===== config.mk =====
export PLATFORM = sky130hd
export DESIGN_NAME = hb_decim2
export DESIGN_NICKNAME = d
export VERILOG_FILES = /design/src/rtl/hb_decim2.sv
export SDC_FILE = /design/constraint.sdc
export NUM_CORES = 1
export LEC_CHECK = 0
export CORE_MARGIN = 2
export CORE_UTILIZATION = 30
export DETAILED_ROUTE_END_ITERATION = 8
export DONT_BUFFER_PORTS = 1
export SYNTH_ARGS = -nofsm -noshare
export SYNTH_HDL_FRONTEND = slang
export SYNTH_SLANG_ARGS = --single-unit

===== constraint.sdc =====
create_clock -name clk -period 11.2 [get_ports clk]
set_clock_uncertainty 0.15 [all_clocks]
set_input_delay 1.12 -clock clk [delete_from_list [all_inputs] [get_ports clk]]
set_output_delay 1.12 -clock clk [all_outputs]
set_load 0.005 [all_outputs]

===== src/rtl/hb_decim2.sv =====
module hb_decim2 #(
  parameter int NTAPS  = 11,
  parameter int IN_W   = 14,
  parameter int OUT_W  = 16,
  parameter int COEF_W = 16,
  parameter int SHIFT  = 15,
  parameter logic signed [COEF_W-1:0] COEF [NTAPS] = '{
    16'sd300, 16'sd0, -16'sd1800, 16'sd0, 16'sd9700, 16'sd16384,
    16'sd9700, 16'sd0, -16'sd1800, 16'sd0, 16'sd300}
) (
  input  logic                    clk,
  input  logic                    rst_n,
  input  logic                    in_valid,
  input  logic signed [IN_W-1:0]  in_data,
  output logic                    out_valid,
  output logic signed [OUT_W-1:0] out_data
);
  localparam int K     = (NTAPS - 3) / 4;
  localparam int NODD  = 2 * K + 2;
  localparam int NPAIR = K + 1;
  localparam int CTR   = (NTAPS - 1) / 2;
  localparam int ACC_W = IN_W + 1 + COEF_W + $clog2(NPAIR + 1) + 1;
  localparam logic signed [ACC_W-1:0] OMAX = ACC_W'((1 << (OUT_W - 1)) - 1);
  localparam logic signed [ACC_W-1:0] OMIN = -OMAX - ACC_W'(1);
  localparam logic signed [ACC_W-1:0] HALF = ACC_W'(1) <<< (SHIFT - 1);

  logic                   phase;
  logic signed [IN_W-1:0] odd_q  [NODD-1];
  logic signed [IN_W-1:0] even_q [K+1];
  logic signed [IN_W-1:0] odd_w  [NODD];
  logic signed [ACC_W-1:0] prod  [NPAIR];
  logic signed [ACC_W-1:0] ctr_prod, acc, rnd, scaled;
  logic signed [OUT_W-1:0] sat;

  assign odd_w[0] = in_data;
  for (genvar j = 1; j < NODD; j++) begin : g_tap
    assign odd_w[j] = odd_q[j-1];
  end

  for (genvar j = 0; j < NPAIR; j++) begin : g_pair
    logic signed [IN_W:0] pre;
    assign pre     = (IN_W+1)'(odd_w[j]) + (IN_W+1)'(odd_w[NODD-1-j]);
    assign prod[j] = ACC_W'(pre) * ACC_W'(COEF[2*j]);
  end

  assign ctr_prod = ACC_W'(even_q[K]) * ACC_W'(COEF[CTR]);

  always_comb begin
    acc = ctr_prod;
    for (int j = 0; j < NPAIR; j++) acc = acc + prod[j];
  end

  assign rnd    = acc + HALF;
  assign scaled = rnd >>> SHIFT;
  assign sat    = (scaled > OMAX) ? OUT_W'(OMAX) :
                  (scaled < OMIN) ? OUT_W'(OMIN) : OUT_W'(scaled);

  always_ff @(posedge clk or negedge rst_n) begin
    if (!rst_n) begin
      phase     <= 1'b0;
      out_valid <= 1'b0;
      out_data  <= '0;
      for (int i = 0; i < NODD-1; i++) odd_q[i] <= '0;
      for (int i = 0; i <= K; i++) even_q[i] <= '0;
    end else begin
      out_valid <= in_valid && phase;
      if (in_valid) begin
        phase <= ~phase;
        if (!phase) begin
          even_q[0] <= in_data;
          for (int i = 1; i <= K; i++) even_q[i] <= even_q[i-1];
        end else begin
          odd_q[0] <= in_data;
          for (int i = 1; i < NODD-1; i++) odd_q[i] <= odd_q[i-1];
          out_data <= sat;
        end
      end
    end
  end
endmodule



==> impl_metrics.tcl, run 1 <==
set metrics [dict create \
    status "finished, final reports clean" \
    synth_top_area_share 0.219 \
    synth_top_area_cell "ha_1" \
    path_clk_slew_ns 0.06 \
    ys_ff_latch 130 \
    wl_um 41100 \
    synth_area_per_cell_um2 9.99 \
    grt_use_total 0.142 \
    syn_inst 1765 \
    ff2ff_path_depth 41 \
    maxSlewViolCount 0 \
    critical_path_arrival_ns 10.82 \
    worstSetupEndpointType "flip-flop" \
    avgRoutedWirePerCell_um 16.0 \
    overflow 0 \
    numCtsBuffers 17 \
    drt_iter0_markers 580 \
    hold_violations 0 \
    dr.pass1.iters 7 \
    fill_cells 5928 \
    synth_top_family_by_area "adder cells" \
    yosys_warnings 0 \
    top_usage_layer "met2" \
    synthMuxAreaShare 0.0702 \
    cts_tree "yes" \
    cts_sinks 130 \
    timing.rr.start "odd_q[28]" \
    setup_violations 0 \
    critical_path_class "flip-flop to flip-flop" \
    hp-class "input pin to asynchronous set/reset pin" \
    vias 11900 \
    r2r_slack_ns 0.56 \
    post-route-min-period_ns 10.64 \
    ctsHoldBuffers 0 \
    grtUsageMet1 0.189 \
    cts_max_path_buffers 2 \
    synth_xor_area_frac 0.0622 \
    row_count 88 \
    antenna_found_initial 0 \
    gp_congestion 0.848 \
    synth_compound_area_frac 0.0998 \
    cp_slowest_cell "fa_1" \
    yosys.area_share.simple 0.0689 \
    floorplan.initialDensity 0.304 \
    die-area_um2 60700 \
    grt_use_met2 0.239 \
    cp_max_fo 11 \
    io_pins 34 \
    core-area_um2 57900 \
    grt_pass1_vias 12300 \
    place.port_buffers 0 \
    slew_headroom 0.214 \
    synth_edf_count 0 \
    die_h_um 246 \
    ys_seq_area_frac 0.184 \
    place_inst 2525 \
    clk_latency_ns 0.44 \
    drtAntennaViolNets 0 \
    grtUsageMet3 0.0243 \
    nets 2294 \
    syn2layout_area_growth_pct 9.88 \
    drive_gt1_frac 0.115 \
    synth_adder_area_share 0.428 \
    netlist_area_um2 17600 \
    yosysMostFrequentCell "inv_1" \
    drc_errors 0 \
    cts-root-buf "clkbuf_16" \
    min_period_over_period 0.950 \
    ys.flop_type "dfrtp_1" \
    synthTopCellsByArea "ha_1 (22%), fa_1 (21%), dfrtp_1 (18%)" \
    grt_pass1_wl_um 66700 \
    cp.required_ns 11.38 \
    max_stage_delay_ns 0.55 \
    cap_violations 0 \
    syn_nets 2275 \
    synth.distinct_cells 71 \
    worstMarginPinSlew_ns 1.18 \
    grt_start_max_net_pins 131 \
    die_width_um 246 \
    finalNonFillerCells 2563 \
    fin_util 0.335 \
    cts_max_level 4 \
    netlist_top_cells_count "inv_1 (381), ha_1 (309), fa_1 (184)" \
    async_flop_share 1.00 \
    startpoint_type "flip-flop" \
    viasPerCell 4.63 \
    max_freq_ghz 0.0940 \
    r2r_end "out_data[2]" \
    post-dp-hpwl_um 34600 \
]
[how the worst max path moves through the flow]
stage	slack [ns]	end	from	depth (start not counted)
final	0.56	out_data[2]	odd_q[28]	41
after global routing	-0.004	out_data[2]	odd_q[29]	43
after CTS	0.04	out_data[11]	odd_q[28]	38
after detailed placement	0.06	out_data[11]	odd_q[28]	39
after global placement	0.19	out_data[13]	odd_q[28]	39
after floorplan	0.93	out_data[2]	odd_q[14]	40
[cell usage in the layout (no fill, tap or decap), types with 6 or more instances in the layout]
cell       count
o21bai_1       8
ha_1         309
a31oi_1        6
or3_1          7
inv_1        380
o211ai_1       6
xor2_1        49
nand3_1       20
fa_1         184
buf_4         19
nand2b_1      13
xnor2_1       64
a21o_1        46
a211oi_1       6
o21a_1         9
mux2_2       109
a21oi_1       65
o21ai_0       50
nor2b_1       18
nand2_1       53
nand4_1        6
dfrtp_1      130
or2_2          7
nor3_1        24
clkbuf_16     17
a21boi_0       6
and3_1        11
nor2_1        61
[layout make-up]
type | instances | area [um^2] | share of cell area
Multi-Input combinational cell | 1234 | 13000 | 0.671
Clock inverter | 15 | 134 | 0.00691
Tap cell | 765 | 957 | 0.0494
Inverter | 381 | 1430 | 0.0740
Antenna cell | 1 | 2.50 | 0.000129
Sequential cell | 130 | 3250 | 0.168
Clock buffer | 17 | 425 | 0.0220
Timing Repair Buffer | 20 | 163 | 0.00839
[what timing repair did]
item / CTS / global route
gates resized for setup: 0 / 30
hold endpoints to repair: 0 / 0
setup buffers: 0 / 5
setup endpoints to repair: 0 / 16
[logic make-up (layout without fill, tap and decap cells)]
group | Yosys count | in the layout
other | 2 | 3
AO/OA/AOI/OAI | 262 | 262
buffers and inverters | 401 | 433
adder cells (fa/ha/maj) | 493 | 493
flip-flops | 130 | 130
XOR/XNOR | 122 | 122
AND/OR/NAND/NOR | 245 | 245
multiplexers | 110 | 110
[layer usage]
metal	up-vias	share of wire	routed length [um]
li1	5878	-	-
met1	5827	0.47	19500
met2	129	0.48	19800
met3	28	0.029	1180
met4	0	0.016	639
met5	-	0	0
[state kept, by name, indices dropped and copies added, names as in the netlist]
| name | count |
|---|---|
| phase | 1 |
| even_q | 42 |
| out_data | 16 |
| out_valid | 1 |
| odd_q | 70 |
[worst max-delay path: cells and delay by family, from the launching register on]
family	cells	cell delay [ns]
adders and majority gates	12	4.78
AOI/OAI and AO/OA	14	2.87
and+or+nand+nor	7	1.22
buffers and inverters	6	0.66
xor gates and xnor gates	2	0.44
DFF	1	0.39
[through the flow]
step,hold slack [ns],setup TNS [ns],area [um^2],setup WS (ns)
2_1_floorplan,0.304,0,17600,0.929
3_3_place_gp,0.331,0,18600,0.188
3_5_place_dp,0.340,0,18600,0.0635
4_1_cts,0.194,0,19200,0.0371
5_1_grt,0.193,-0.00400,19400,-0.00400
6_report,0.227,0,19400,0.560
Power of run 1 is left out: the tool's default activity adds up to more than one toggle a clock period on the data nets, which glitch-free logic cannot reach.
==> inputs of run 2 (changes only) <==
CORE_ASPECT_RATIO = 1.1   (was not set)
TNS_END_PERCENT = 100   (was not set)
==> impl_metrics.tcl, run 2 (same netlist as run 1, synthesis figures left out) <==
set metrics [dict create \
    slew_headroom 0.414 \
    post-dp-hpwl_um 34300 \
    max_freq_ghz 0.0945 \
    dr.pass1.iters 6 \
    cts_max_path_buffers 2 \
    path_clk_slew_ns 0.06 \
    startpoint_type "flip-flop" \
    cts_sinks 130 \
    critical_path_class "flip-flop to flip-flop" \
    core-area_um2 58300 \
    grt_pass1_wl_um 66400 \
    drtAntennaViolNets 0 \
    drc_errors 0 \
    post-route-min-period_ns 10.59 \
    n_antenna_cell 0 \
    grt_start_max_net_pins 131 \
    maxSlewViolCount 0 \
    antenna_found_initial 1 \
    hp-class "input pin to asynchronous set/reset pin" \
    cp_slowest_cell "fa_1" \
    min_period_over_period 0.945 \
    worstMarginPinSlew_ns 0.872 \
    gp_congestion 0.875 \
    reg.largest.list "odd_q: 70 flops, even_q: 42 flops, out_data: 16 flops" \
    final_area_um2 19400 \
    row_count 93 \
    worstSetupEndpointType "flip-flop" \
    path_common_cell "fa_1" \
    ctsHoldBuffers 0 \
    wl_um 40300 \
    floorplan.initialDensity 0.302 \
    io_pins 34 \
    setup_violations 0 \
    top_register "odd_q" \
    dpl-instance-area_um2 18600 \
    status "finished, final reports clean" \
    syn2layout_area_growth_pct 10.2 \
    grt_pass1_vias 12600 \
    nets 2294 \
    final_cell_mix "inv_1 (380), ha_1 (309), fa_1 (184), dfrtp_1 (130), mux2_2 (109)" \
    die_width_um 235 \
    cap_violations 0 \
    cts_max_level 4 \
    critical_path_arrival_ns 10.77 \
    hold_violations 0 \
    viasPerCell 4.68 \
    place.port_buffers 0 \
    drive_gt1_frac 0.116 \
    die-area_um2 60700 \
    numCtsBuffers 17 \
    max_stage_delay_ns 0.55 \
    fill_cells 5841 \
    vias 12000 \
    avgRoutedWirePerCell_um 15.8 \
    fin_hold_ws_ns 0.236 \
    fin_util 0.333 \
    cp.required_ns 11.38 \
    die_h_um 258 \
    overflow 0 \
    cts_tree "yes" \
    final_common_cell "inv_1" \
    drt_iter0_markers 432 \
    cp_max_fo 11 \
    clk_latency_ns 0.44 \
    largest_reg_flops 70 \
    grt_use_total 0.138 \
    cts-root-buf "clkbuf_16" \
]
-- run 2: cell types whose count changed in the layout (fill, tap and decap cells not counted), sizes merged --
cell    delta
bufinv     +2
clkbuf     +1
diode      -1
clkinv     -3
-- run 2: repair_timing --
action	in CTS	in global routing
buffers inserted	3	4
resized for setup	0	31
pin swaps	1	2
setup endpoints to repair	8	16
-- run 2: cell type report --
| type | instances | area [um^2] | share of cell area |
|---|---|---|---|
| multi-input combinational | 1234 | 13000 | 0.671 |
| sequential | 130 | 3250 | 0.167 |
| inverter | 381 | 1430 | 0.0738 |
| tap | 760 | 951 | 0.0489 |
| clock buffer | 18 | 429 | 0.0221 |
| clock inverter | 14 | 179 | 0.00921 |
| timing repair buffer | 20 | 150 | 0.00773 |
-- run 2: critical path, delay by kind of cell, from the launching register on --
kind,cells,cell delay [ns]
AO/OA/AOI/OAI,19,3.74
adder cells (fa/ha/maj),11,4.61
flip-flops,1,0.38
buffers and inverters,5,0.58
AND/OR/NAND/NOR,2,0.51
XOR/XNOR,2,0.53
-- run 2: final timing paths --
path,startpoint,endpoint,slack (ns),cells after the start
setup / recovery,odd_q[15],out_data[13],0.61,39
max in group asynchronous,rst_n,even_q[18],10.47,0
setup reg to reg,odd_q[15],out_data[13],0.61,39
hold reg to reg,even_q[38],even_q[38],0.35,1
min in group clk,even_q[38],even_q[38],0.35,1
hold / removal,rst_n,even_q[41],0.24,0
-- run 2: routing by layer --
layer / routed length [um] / track usage
met1: 17600 / 0.170
met2: 20800 / 0.246
met3: 1150 / 0.0252
met4: 699 / 0.0362
met5: 27 / 0
-- run 2: metrics by stage --
step                      setup WS [ns]  TNS (ns)  cells
after global routing            -0.0451    -0.166   2557
after floorplan                   0.929         0   1765
after CTS                        0.0231         0   2553
final                             0.613         0   2557
after global placement            0.278         0   2518
after detailed placement        0.00469         0   2518
Power of run 2 is left out for the same reason.
==> inputs of run 3 (changes only) <==
CELL_PAD_IN_SITES_DETAIL_PLACEMENT = 2   (was not set)
CELL_PAD_IN_SITES_GLOBAL_PLACEMENT = 2   (was not set)
PLACE_DENSITY_LB_ADDON = 0.1   (was not set)
clock period = 8.99 ns   (was 11.2 ns; I/O delays follow)
==> impl_metrics.tcl, run 3 (same netlist as run 1, synthesis figures left out) <==
set metrics [dict create \
    drtAntennaViolNets 0 \
    setup_violations 16 \
    min_period_over_period 1.09 \
    final_cell_mix "buf_4 (443), inv_1 (356), ha_1 (265), fa_1 (179), dfrtp_1 (130)" \
    viasPerCell 4.71 \
    cts-root-buf "clkbuf_16" \
    post-dp-hpwl_um 49800 \
    final_common_cell "buf_4" \
    avgRoutedWirePerCell_um 19.7 \
    drc_errors 0 \
    cap_violations 0 \
    hp-class "input pin to asynchronous set/reset pin" \
    max_freq_ghz 0.102 \
    cp_slowest_cell "fa_1" \
    ff2ff_path_depth 46 \
    floorplan.initialDensity 0.302 \
    grt_use_total 0.201 \
    cts_max_path_buffers 2 \
    grt_start_max_net_pins 100 \
    cp.required_ns 9.22 \
    overflow 0 \
    maxSlewViolCount 0 \
    timing.rr.start "odd_q[56]" \
    clk_latency_ns 0.44 \
    path_common_cell "fa_1" \
    numCtsBuffers 17 \
    cp_max_fo 6 \
    drt_iter0_markers 264 \
    r2r_end "out_data[11]" \
    place.port_buffers 0 \
    dr.pass1.iters 4 \
    critical_path_arrival_ns 10.05 \
    finalNonFillerCells 3007 \
    post-route-min-period_ns 9.82 \
    cts_max_level 4 \
    cts_tree "yes" \
    core-area_um2 58300 \
    violations "setup timing" \
    reg.largest.list "odd_q: 70 flops, even_q: 42 flops, out_data: 16 flops" \
    hold_violations 0 \
    max_stage_delay_ns 0.55 \
    syn2layout_area_growth_pct 37.5 \
    largest_reg_flops 70 \
    rsz0062_at_grt "true" \
    crit_start "odd_q[56]" \
    startpoint_type "flip-flop" \
    fin_ws_ns -0.832 \
    antenna_found_initial 4 \
    n_antenna_cell 0 \
    place_inst 2922 \
    worstMarginPinSlew_ns 1.13 \
    top_register "odd_q" \
    die_h_um 258 \
    worstSetupEndpointType "flip-flop" \
    die-area_um2 60700 \
    drive_gt1_frac 0.371 \
    path_clk_slew_ns 0.06 \
    nets 2744 \
    row_count 93 \
    gp_congestion 0.800 \
    r2r_slack_ns -0.83 \
    io_pins 34 \
    critical_path_class "flip-flop to flip-flop" \
    vias 14200 \
    status "finished with violations" \
    grt_pass1_vias 16700 \
    cts_sinks 130 \
    slew_headroom 0.244 \
    die_width_um 235 \
    grt_pass1_wl_um 94200 \
    wl_um 59300 \
    fin_util 0.416 \
]
run 3: stage by stage:
step	hold slack, ns	setup TNS (ns)	cell area, um^2	worst slack, ns
after global placement	0.333	-24.70	22200	-1.63
final	0.0269	-12.71	24200	-0.832
after global routing	0.00274	-18.24	24200	-1.20
after CTS	0.000689	-11.50	24000	-0.798
after detailed placement	0.339	-26.12	22200	-1.72
after floorplan	0.304	-3.27	18200	-0.254
run 3: layout make-up:
class | count | area [um^2]
multi-input combinational | 1234 | 14300
inverter | 381 | 1440
clock buffer | 17 | 425
fill | 6210 | 34100
tap | 760 | 951
sequential | 130 | 3250
clock inverter | 15 | 141
timing repair buffer | 470 | 3690
run 3: per-layer routing:
metal | global-route usage | up-vias | wire length, um
met5 | 0 | - | 13
met4 | 0.0585 | 2 | 1820
met3 | 0.0181 | 59 | 778
met2 | 0.387 | 102 | 32200
met1 | 0.235 | 7273 | 24500
li1 | - | 6741 | -
run 3: how the worst max path moves through the flow:
stage / depth (start not counted) / slack, ns / to
after floorplan: 40 / -0.25 / out_data[2]
after global placement: 39 / -1.63 / out_data[13]
after detailed placement: 39 / -1.72 / out_data[13]
after CTS: 42 / -0.80 / out_data[14]
after global routing: 42 / -1.20 / out_data[14]
final: 46 / -0.83 / out_data[11]
run 3: worst max-delay path: cells and delay by family (launching register included):
| kind | cells | cell delay [ns] |
|---|---|---|
| flip-flops | 1 | 0.36 |
| XOR/XNOR | 2 | 0.27 |
| buffers and inverters | 10 | 0.95 |
| AO/OA/AOI/OAI | 16 | 2.65 |
| adder cells (fa/ha/maj) | 12 | 4.57 |
| AND/OR/NAND/NOR | 6 | 0.78 |
run 3: repair_timing:
item                                    in CTS  in global routing
pin swaps                                  121                 31
gates resized for setup                    167                 35
hold buffers                                 1                  2
setup buffers                               36                 14
endpoints found under the setup margin      16                 16
hold endpoints to repair                    32                  7
gates cloned                                 1                  0
Power of run 3 is left out for the same reason.
